`src/rtl/burst_seq_pkg.sv`:
```
package burst_seq_pkg;

  localparam int LANES = 4;

  typedef enum logic [1:0] {
    KIND_IDLE  = 2'd0,
    KIND_START = 2'd1,
    KIND_STEP  = 2'd2,
    KIND_HOLD  = 2'd3
  } cycle_kind_e;

  typedef struct packed {
    logic load;
    logic step;
  } addr_strobe_t;

  function automatic logic [LANES-1:0] laneMask(
    input logic             globalWrN,
    input logic             byteWrN,
    input logic [LANES-1:0] byteEnN
  );
    logic [LANES-1:0] m;
    m = '0;
    for (int i = 0; i < LANES; i++) begin
      if (!globalWrN)    m[i] = 1'b1;
      else if (!byteWrN) m[i] = ~byteEnN[i];
    end
    return m;
  endfunction

endpackage

```
`src/rtl/burst_seq_control.sv`:
```
module burst_seq_control
  import burst_seq_pkg::*;
(
  input  logic             clk,
  input  logic             rst,
  input  logic             chipEn1N,
  input  logic             chipEn2,
  input  logic             chipEn3N,
  input  logic             procStrobeN,
  input  logic             ctrlStrobeN,
  input  logic             advanceN,
  input  logic             globalWrN,
  input  logic             byteWrN,
  input  logic [LANES-1:0] byteEnN,
  output addr_strobe_t     addrCmd,
  output logic             cycleActive,
  output logic             cycleWrite,
  output logic [LANES-1:0] writeMask,
  output logic [1:0]       cycleKind
);

  logic             procHit, startHit, selOk;
  logic             activeQ, activeD;
  logic [LANES-1:0] maskQ, maskD;
  cycle_kind_e      kindQ, kindD;

  assign procHit  = !procStrobeN && !chipEn1N;
  assign startHit = procHit || !ctrlStrobeN;
  assign selOk    = !chipEn1N && chipEn2 && !chipEn3N;

  always_comb begin
    activeD = activeQ;
    maskD   = maskQ;
    kindD   = KIND_IDLE;
    addrCmd = '0;
    if (startHit) begin
      if (selOk) begin
        activeD      = 1'b1;
        kindD        = KIND_START;
        addrCmd.load = 1'b1;
        maskD        = procHit ? '0 : laneMask(globalWrN, byteWrN, byteEnN);
      end else begin
        activeD = 1'b0;
        maskD   = '0;
      end
    end else if (activeQ) begin
      if (!advanceN) begin
        kindD        = KIND_STEP;
        addrCmd.step = 1'b1;
      end else begin
        kindD = KIND_HOLD;
      end
    end
  end

  always_ff @(posedge clk) begin
    if (rst) begin
      activeQ <= 1'b0;
      maskQ   <= '0;
      kindQ   <= KIND_IDLE;
    end else begin
      activeQ <= activeD;
      maskQ   <= maskD;
      kindQ   <= kindD;
    end
  end

  assign cycleActive = activeQ;
  assign writeMask   = maskQ;
  assign cycleWrite  = |maskQ;
  assign cycleKind   = kindQ;

endmodule

```
`src/rtl/burst_seq_addr.sv`:
```
module burst_seq_addr
  import burst_seq_pkg::*;
#(
  parameter int ADDR_W = 18
) (
  input  logic              clk,
  input  logic              rst,
  input  addr_strobe_t      addrCmd,
  input  logic              orderSel,
  input  logic [ADDR_W-1:0] addrIn,
  output logic [ADDR_W-1:0] arrayAddr
);

  localparam int CNT_W = 2;
  localparam int UP_W  = ADDR_W - CNT_W;

  logic [UP_W-1:0]  upperQ;
  logic [CNT_W-1:0] baseQ, cntQ, lowBits;
  logic             orderQ;

  always_ff @(posedge clk) begin
    if (rst) begin
      upperQ <= '0;
      baseQ  <= '0;
      cntQ   <= '0;
      orderQ <= 1'b1;
    end else if (addrCmd.load) begin
      upperQ <= addrIn[ADDR_W-1:CNT_W];
      baseQ  <= addrIn[CNT_W-1:0];
      cntQ   <= '0;
      orderQ <= orderSel;
    end else if (addrCmd.step) begin
      cntQ <= cntQ + 1'b1;
    end
  end

  assign lowBits   = orderQ ? (baseQ ^ cntQ) : (baseQ + cntQ);
  assign arrayAddr = {upperQ, lowBits};

endmodule

```
`src/rtl/burst_seq_ctrl.sv`:
```
module burst_seq_ctrl
  import burst_seq_pkg::*;
#(
  parameter int ADDR_W = 18
) (
  input  logic              clk,
  input  logic              rst,
  input  logic              chipEn1N,
  input  logic              chipEn2,
  input  logic              chipEn3N,
  input  logic              procStrobeN,
  input  logic              ctrlStrobeN,
  input  logic              advanceN,
  input  logic              orderSel,
  input  logic              globalWrN,
  input  logic              byteWrN,
  input  logic [3:0]        byteEnN,
  input  logic [ADDR_W-1:0] addrIn,
  output logic [ADDR_W-1:0] arrayAddr,
  output logic              cycleActive,
  output logic              cycleWrite,
  output logic [3:0]        writeMask,
  output logic [1:0]        cycleKind
);

  addr_strobe_t addrCmd;

  burst_seq_control i_control (
    .clk         (clk),
    .rst         (rst),
    .chipEn1N    (chipEn1N),
    .chipEn2     (chipEn2),
    .chipEn3N    (chipEn3N),
    .procStrobeN (procStrobeN),
    .ctrlStrobeN (ctrlStrobeN),
    .advanceN    (advanceN),
    .globalWrN   (globalWrN),
    .byteWrN     (byteWrN),
    .byteEnN     (byteEnN),
    .addrCmd     (addrCmd),
    .cycleActive (cycleActive),
    .cycleWrite  (cycleWrite),
    .writeMask   (writeMask),
    .cycleKind   (cycleKind)
  );

  burst_seq_addr #(.ADDR_W(ADDR_W)) i_addr (
    .clk       (clk),
    .rst       (rst),
    .addrCmd   (addrCmd),
    .orderSel  (orderSel),
    .addrIn    (addrIn),
    .arrayAddr (arrayAddr)
  );

endmodule

```
`config.mk`:
```
export PLATFORM = sky130hd
export DESIGN_NAME = burst_seq_ctrl
export DESIGN_NICKNAME = d
export VERILOG_FILES = /design/src/rtl/burst_seq_pkg.sv /design/src/rtl/burst_seq_control.sv /design/src/rtl/burst_seq_addr.sv /design/src/rtl/burst_seq_ctrl.sv
export SDC_FILE = /design/constraint.sdc
export NUM_CORES = 1
export LEC_CHECK = 0
export BUFFER_PORTS_ARGS = -buffer_cell sky130_fd_sc_hd__buf_4
export CORE_ASPECT_RATIO = 0.75
export CORE_MARGIN = 2
export CORE_UTILIZATION = 30
export DETAILED_ROUTE_END_ITERATION = 8
export HOLD_SLACK_MARGIN = 0.15
export SLEW_MARGIN = 20
export SYNTH_ARGS = -nofsm -noshare
export SYNTH_HDL_FRONTEND = slang
export SYNTH_SLANG_ARGS = --single-unit
```
`constraint.sdc`:
```
create_clock -name clk -period 1.85 [get_ports clk]
set_clock_uncertainty 0.2 [all_clocks]
set_input_delay 0.185 -clock clk [delete_from_list [all_inputs] [get_ports clk]]
set_output_delay 0.185 -clock clk [all_outputs]
set_load 0.1 [all_outputs]
```
==> Word-level counts from Yosys, hierarchy flattened <==
Index checks and enable logic that the tools add are counted.
{ "totals": {"output_inout_bits": 26, "mem_bits_ro": 0, "elab_cells": 44, "mem_count": 0, "latchBits": 0, "mem_bits_rw": 0, "ff_bits": 28} }
{ "classes": {"n_addsub": 2, "div": 0, "n_bitwise": 5, "n_shift": 0, "n_mux": 20, "n_reduce_logical": 10, "multipliers": 0, "magnitude_cmp": 0, "n_eq_ne": 0} }
{ "ops": {"columns": ["operator", "n"], "rows": [
  ["two-way mux 1 bit", 15],
  ["two-way mux 4 bit", 2],
  ["two-way mux 2 bit", 3],
  ["zero test 1 bit", 4],
  ["inverter 1 bit", 4],
  ["OR reduction 4 bit", 1],
  ["logical AND 1 bit", 3],
  ["adder 2 x 1 -> 2 bit (second input constant)", 1],
  ["adder 2 bit", 1],
  ["OR reduction 2 bit", 1],
  ["bitwise XOR 2 bit", 1],
  ["logical OR 1 bit", 1]
]} }

==> Depth between registers and ports, before layout <==
{ "depth": {"ltp_word": 6, "depth_mapped": 4} }

==> Cells and area by module <==
From an unflattened synthesis, not the netlist that was laid out.
{ "unflattened": {"hier_cells": 101, "area_unflattened_um2": 1093.5} }
{ "by_module_without_submodules": {"columns": ["mod", "cells_each", "area_per_inst_um2", "instances"], "rows": [
  ["burst_seq_addr", 73, 802.0, 1],
  ["burst_seq_control", 28, 291.5, 1]
]} }

==> Least setup slack after synthesis <==
OpenSTA, ideal clock, no wires.
{ "synth_timing": {"path_kind": "reg-to-output", "startpoint": "register i_addr.cntQ[0]", "endpoint": "output port arrayAddr[1]", "stages_incl_launch_ff": 4, "path_buffers": 0, "slack_ns": -0.709, "arrival_ns": 2.174, "path_cell_list": "dfxtp_1 -> ha_1 -> nor2b_1 -> xnor2_1"} }
{ "synth_via": {"elab_chain_len": 2} }
{ "synth_rtl": {"columns": ["item", "line_no", "source"], "rows": [
  ["start: declaration", "burst_seq_addr.sv:18", "logic [CNT_W-1:0] baseQ, cntQ, lowBits;"],
  ["start signal: assignment", "burst_seq_addr.sv:33", "cntQ <= cntQ + 1'b1;"],
  ["adder 2 bit", "burst_seq_addr.sv:37", "assign lowBits = orderQ ? (baseQ ^ cntQ) : (baseQ + cntQ);"],
  ["two-way mux 2 bit", "burst_seq_addr.sv:37", null],
  ["end: declaration", "burst_seq_ctrl.sv:19", "output logic [ADDR_W-1:0] arrayAddr,"]
]} }
No other way between the ends.

==> Final worst setup path <==
{ "layout_timing": {"startpoint": "input port procStrobeN", "endpoint": "register i_control.maskQ[0], in the netlist i_control.writeMask[0]"} }
{ "layout_via": {"elab_chain_len": 4, "word_cells_on_any_way": 5, "classes_between": "2 x mux; 3 x reduce/logical"} }
{ "layout_rtl": {"columns": ["item", "line_no", "source"], "rows": [
  ["start: declaration", "burst_seq_ctrl.sv:11", "input logic procStrobeN,"],
  ["zero test 1 bit (*)", "burst_seq_control.sv:27", "assign procHit = !procStrobeN && !chipEn1N;"],
  ["logical AND 1 bit (*)", "burst_seq_control.sv:27", null],
  ["two-way mux 4 bit", "burst_seq_control.sv:41", "maskD = procHit ? '0 : laneMask(globalWrN, byteWrN, byteEnN);"],
  ["two-way mux 4 bit", "burst_seq_control.sv:37", "if (selOk) begin"],
  ["end signal: assignment", "burst_seq_control.sv:63", "maskQ <= maskD;"],
  ["end: declaration", "burst_seq_control.sv:24", "logic [LANES-1:0] maskQ, maskD;"]
]} }
Mark *: on every way between the ends. The rest lies on a longest branch, timed or not.
A chain may end at the register's enable or synchronous reset.

==> flow_summary.json <==
{
  "setup_viol": 1,
  "grt_max_degree": 19,
  "hold_path_class": "input port to flip-flop",
  "placementRows": 18,
  "pwr-share-clk_pct": 33.9,
  "cp-end-kind": "flip-flop",
  "grt_pass1_wl_um": 4660,
  "syn-num-nets": 121,
  "fin_nets": 216,
  "drcViolationCount": 0,
  "violations": "setup timing",
  "crit_buf_inv": 3,
  "synth_top_cell_by_area": "dfxtp_1",
  "antenna_found_initial": 0,
  "worst_slew_pin_slew_ps": 809,
  "start_kind": "input port",
  "status": "complete, but fails checks",
  "post-route-period-util_pct": 100,
  "worst_r2r_endpoint": "i_control.cycleKind[0]$_SDFF_PP0_",
  "rrSetupSlack_ps": 180,
  "crit_chain": "buf_4 -> dlygate4sd3_1 -> o21a_1 -> a32oi_1 -> nor2_1 -> dlygate4sd3_1",
  "cp_top_family": "buffers and inverters",
  "critPathLaunch": "procStrobeN",
  "cts_root_buf": "clkbuf_8",
  "worstSetupPathType": "input port to flip-flop",
  "irDropWorstVdd_mv": 0.466,
  "slew_headroom_pct": 46.1,
  "gp_congestion": 0.864,
  "io_buffers": 58,
  "r2r_cells": 4,
  "synth_edf_count": 0,
  "cts.clk_slew.worst_paths_ps": 90,
  "crit_required_ps": 1820,
  "hpwlAfterDp_um": 1920,
  "hold_path_end": "i_control.writeMask[3]$_SDFFE_PP0P_",
  "layout_setup_ws_ps": -4.37,
  "ys_seq_elements": 28,
  "arrival_ps": 1820,
  "fin_area_um2": 1910,
  "path_common_cell": "dlygate4sd3_1",
  "netlist_top_cells_count": "28 x dfxtp_1, 20 x a22o_1, 6 x o21ai_0, 3 x nor2_1, 3 x nor2b_1",
  "htree_num_levels": 1,
  "hp-start": "byteWrN",
  "synth_area_leaders": "dfxtp_1 56%, a22o_1 17%, o21ai_0 3.0%",
  "track_usage_pct": 15.6,
  "syn_area_um2": 1010,
  "area_delta_synth_final_pct": 89.6,
  "diodes": 0,
  "ioPinCount": 59,
  "rsz0062_at_grt": "yes",
  "seqPwrFrac_pct": 44.8,
  "rr_startpoint": "i_control.cycleActive$_SDFFE_PP0P_",
  "dpl-instance-area_um2": 1490,
  "p_int_uw": 1040,
  "hold_depth": 4,
  "netlist.area_leader.share_pct": 55.6,
  "initial_utilization_pct": 31.1,
  "slowest_delay_ps": 560,
  "min_period_ps": 1850,
  "wl_um": 2990,
  "combPwrFrac_pct": 21.3,
  "syn_avg_cell_area_um2": 11.6,
  "first_pass_iters": 4,
  "drt_iter0_drc": 56,
  "ant_nets": 0,
  "cts_buffers": 3,
  "power.density_nw_per_um2": 731,
  "die_h_um": 54.2,
  "wire_per_inst_um": 13.5,
  "fin_hold_ws_ps": 168,
  "synth_cell_types": 25,
  "syn-instance-count": 87,
  "vias": 1050,
  "slowest_stage": "dlygate4sd3_1",
  "finalHoldViolations": 0,
  "grt_pass1_vias": 1068,
  "fmax_mhz": 539,
  "ys_seq_area_share_pct": 55.6,
  "cts.sinks": 28,
  "die-area_um2": 3850,
  "overflow": 0,
  "setup_tns_ps": -4.37,
  "coreArea_um2": 3240,
  "worstSkewPairLatency_ps": 270,
  "synth_most_common_cell": "dfxtp_1",
  "maxSlewViolCount": 0,
  "cap_violations": 0,
  "synth_flop_cell": "dfxtp_1",
  "switching_share_pct": 25.9,
  "drive_above_1_share_pct": 39.2,
  "leakage_uw": 0.000906,
  "avgViaCountPerCell": 4.75,
  "fillCellCount": 281,
  "cts_tree": "yes",
  "critPathMaxFanout": 4,
  "yosysWarnings": 0,
  "p_switching_uw": 362,
  "clockBufferDepth": 2,
  "fp.dieW_um": 71.0,
  "synthArstFlopShare_pct": 0
}
placed cells by master (no fill, tap or decap), drive strengths merged:
cell type,netlist,routed
a21oi,3,3
or3,2,2
xnor2,2,2
buf,4,60
nor2,3,3
dlymetal6s4s,0,1
inv,1,1
nor3b,1,1
bufinv,0,1
clkbuf,0,3
o21ai,6,6
nor2b,3,3
ha,1,1
and3b,2,2
o211ai,1,1
a32oi,2,2
nand2,1,1
a22o,20,20
dlygate4sd3,0,33
dfxtp,28,28
or4,1,1
or2,1,1
a21o,2,2
a2bb2oi,1,1
o21a,1,1
nand2b,1,1
metrics by stage:
step                power [uW]  setup slack, ps  utilization [%]  cells
floorplan                  791            -74.2                -     87
global placement           874              265             46.0    183
detailed placement         878              230             46.0    183
CTS                       1410             13.6             58.7    221
global route              1450            -39.5             59.0    221
finish                    1400            -4.37             59.0    221
tightest hold or removal path: stages:
cell     delay, ps
buf_4          100
o21ai_0         80
a32oi_1        180
nor2_1          50
per-layer routing:
metal  share of wire (%)  global-route usage [%]  vias to the layer above
met4                 1.3                    4.09                        0
met3                 3.5                    3.31                        4
met1                  43                    19.5                      491
met5                   0                       0                        -
met2                  52                    27.9                       38
li1                    -                       -                      517
area by class of cell:
class / count / area, um^2 / area share, %
Multi-Input combinational cell: 54 / 427 / 22.3
Clock inverter: 1 / 30.0 / 1.57
Sequential cell: 28 / 563 / 29.5
Timing Repair Buffer: 94 / 797 / 41.7
Tap cell: 40 / 50.0 / 2.62
Clock buffer: 3 / 41.3 / 2.16
Inverter: 1 / 3.75 / 0.196
sequential cells by signal, indices dropped and copies added (netlist names):
signal,count
i_control.writeMask,4
i_addr.cntQ,2
i_control.cycleActive,1
i_addr.upperQ,16
i_control.cycleKind,2
i_addr.orderQ,1
i_addr.baseQ,2
how the worst max path moves through the flow:
stage | cells after the start | to | slack (ps)
floorplan | 3 | arrayAddr[1] | -70
global placement | 4 | i_addr.upperQ[10]$_SDFFE_PP0P_ | 260
detailed placement | 4 | i_addr.upperQ[11]$_SDFFE_PP0P_ | 230
CTS | 4 | arrayAddr[1] | 10
global route | 6 | i_control.writeMask[0]$_SDFFE_PP0P_ | -40
finish | 6 | i_control.writeMask[0]$_SDFFE_PP0P_ | -4
power groups by stage:
stage,Sequential [uW],Combinational (uW),Clock (uW)
3_5_place_dp,639,239,0
2_1_floorplan,729,62.0,0
6_report,626,298,474
4_1_cts,625,293,488
3_3_place_gp,640,235,0
5_1_grt,628,311,511
timing repair:
action,CTS,global route
resized for setup,0,3
setup buffers,0,0
setup endpoints to repair,0,3
hold buffers,34,0
endpoints found under the hold margin,27,0
logic make-up after synthesis:
family,after synthesis,share of synthesized area [%]
compound gates,36,27.8
flops,28,55.6
simple gates,15,10.2
buf+inv,5,3.47
xor+xnor,2,1.74
fa+ha+maj,1,1.24
(Power assumes the default switching activity.)
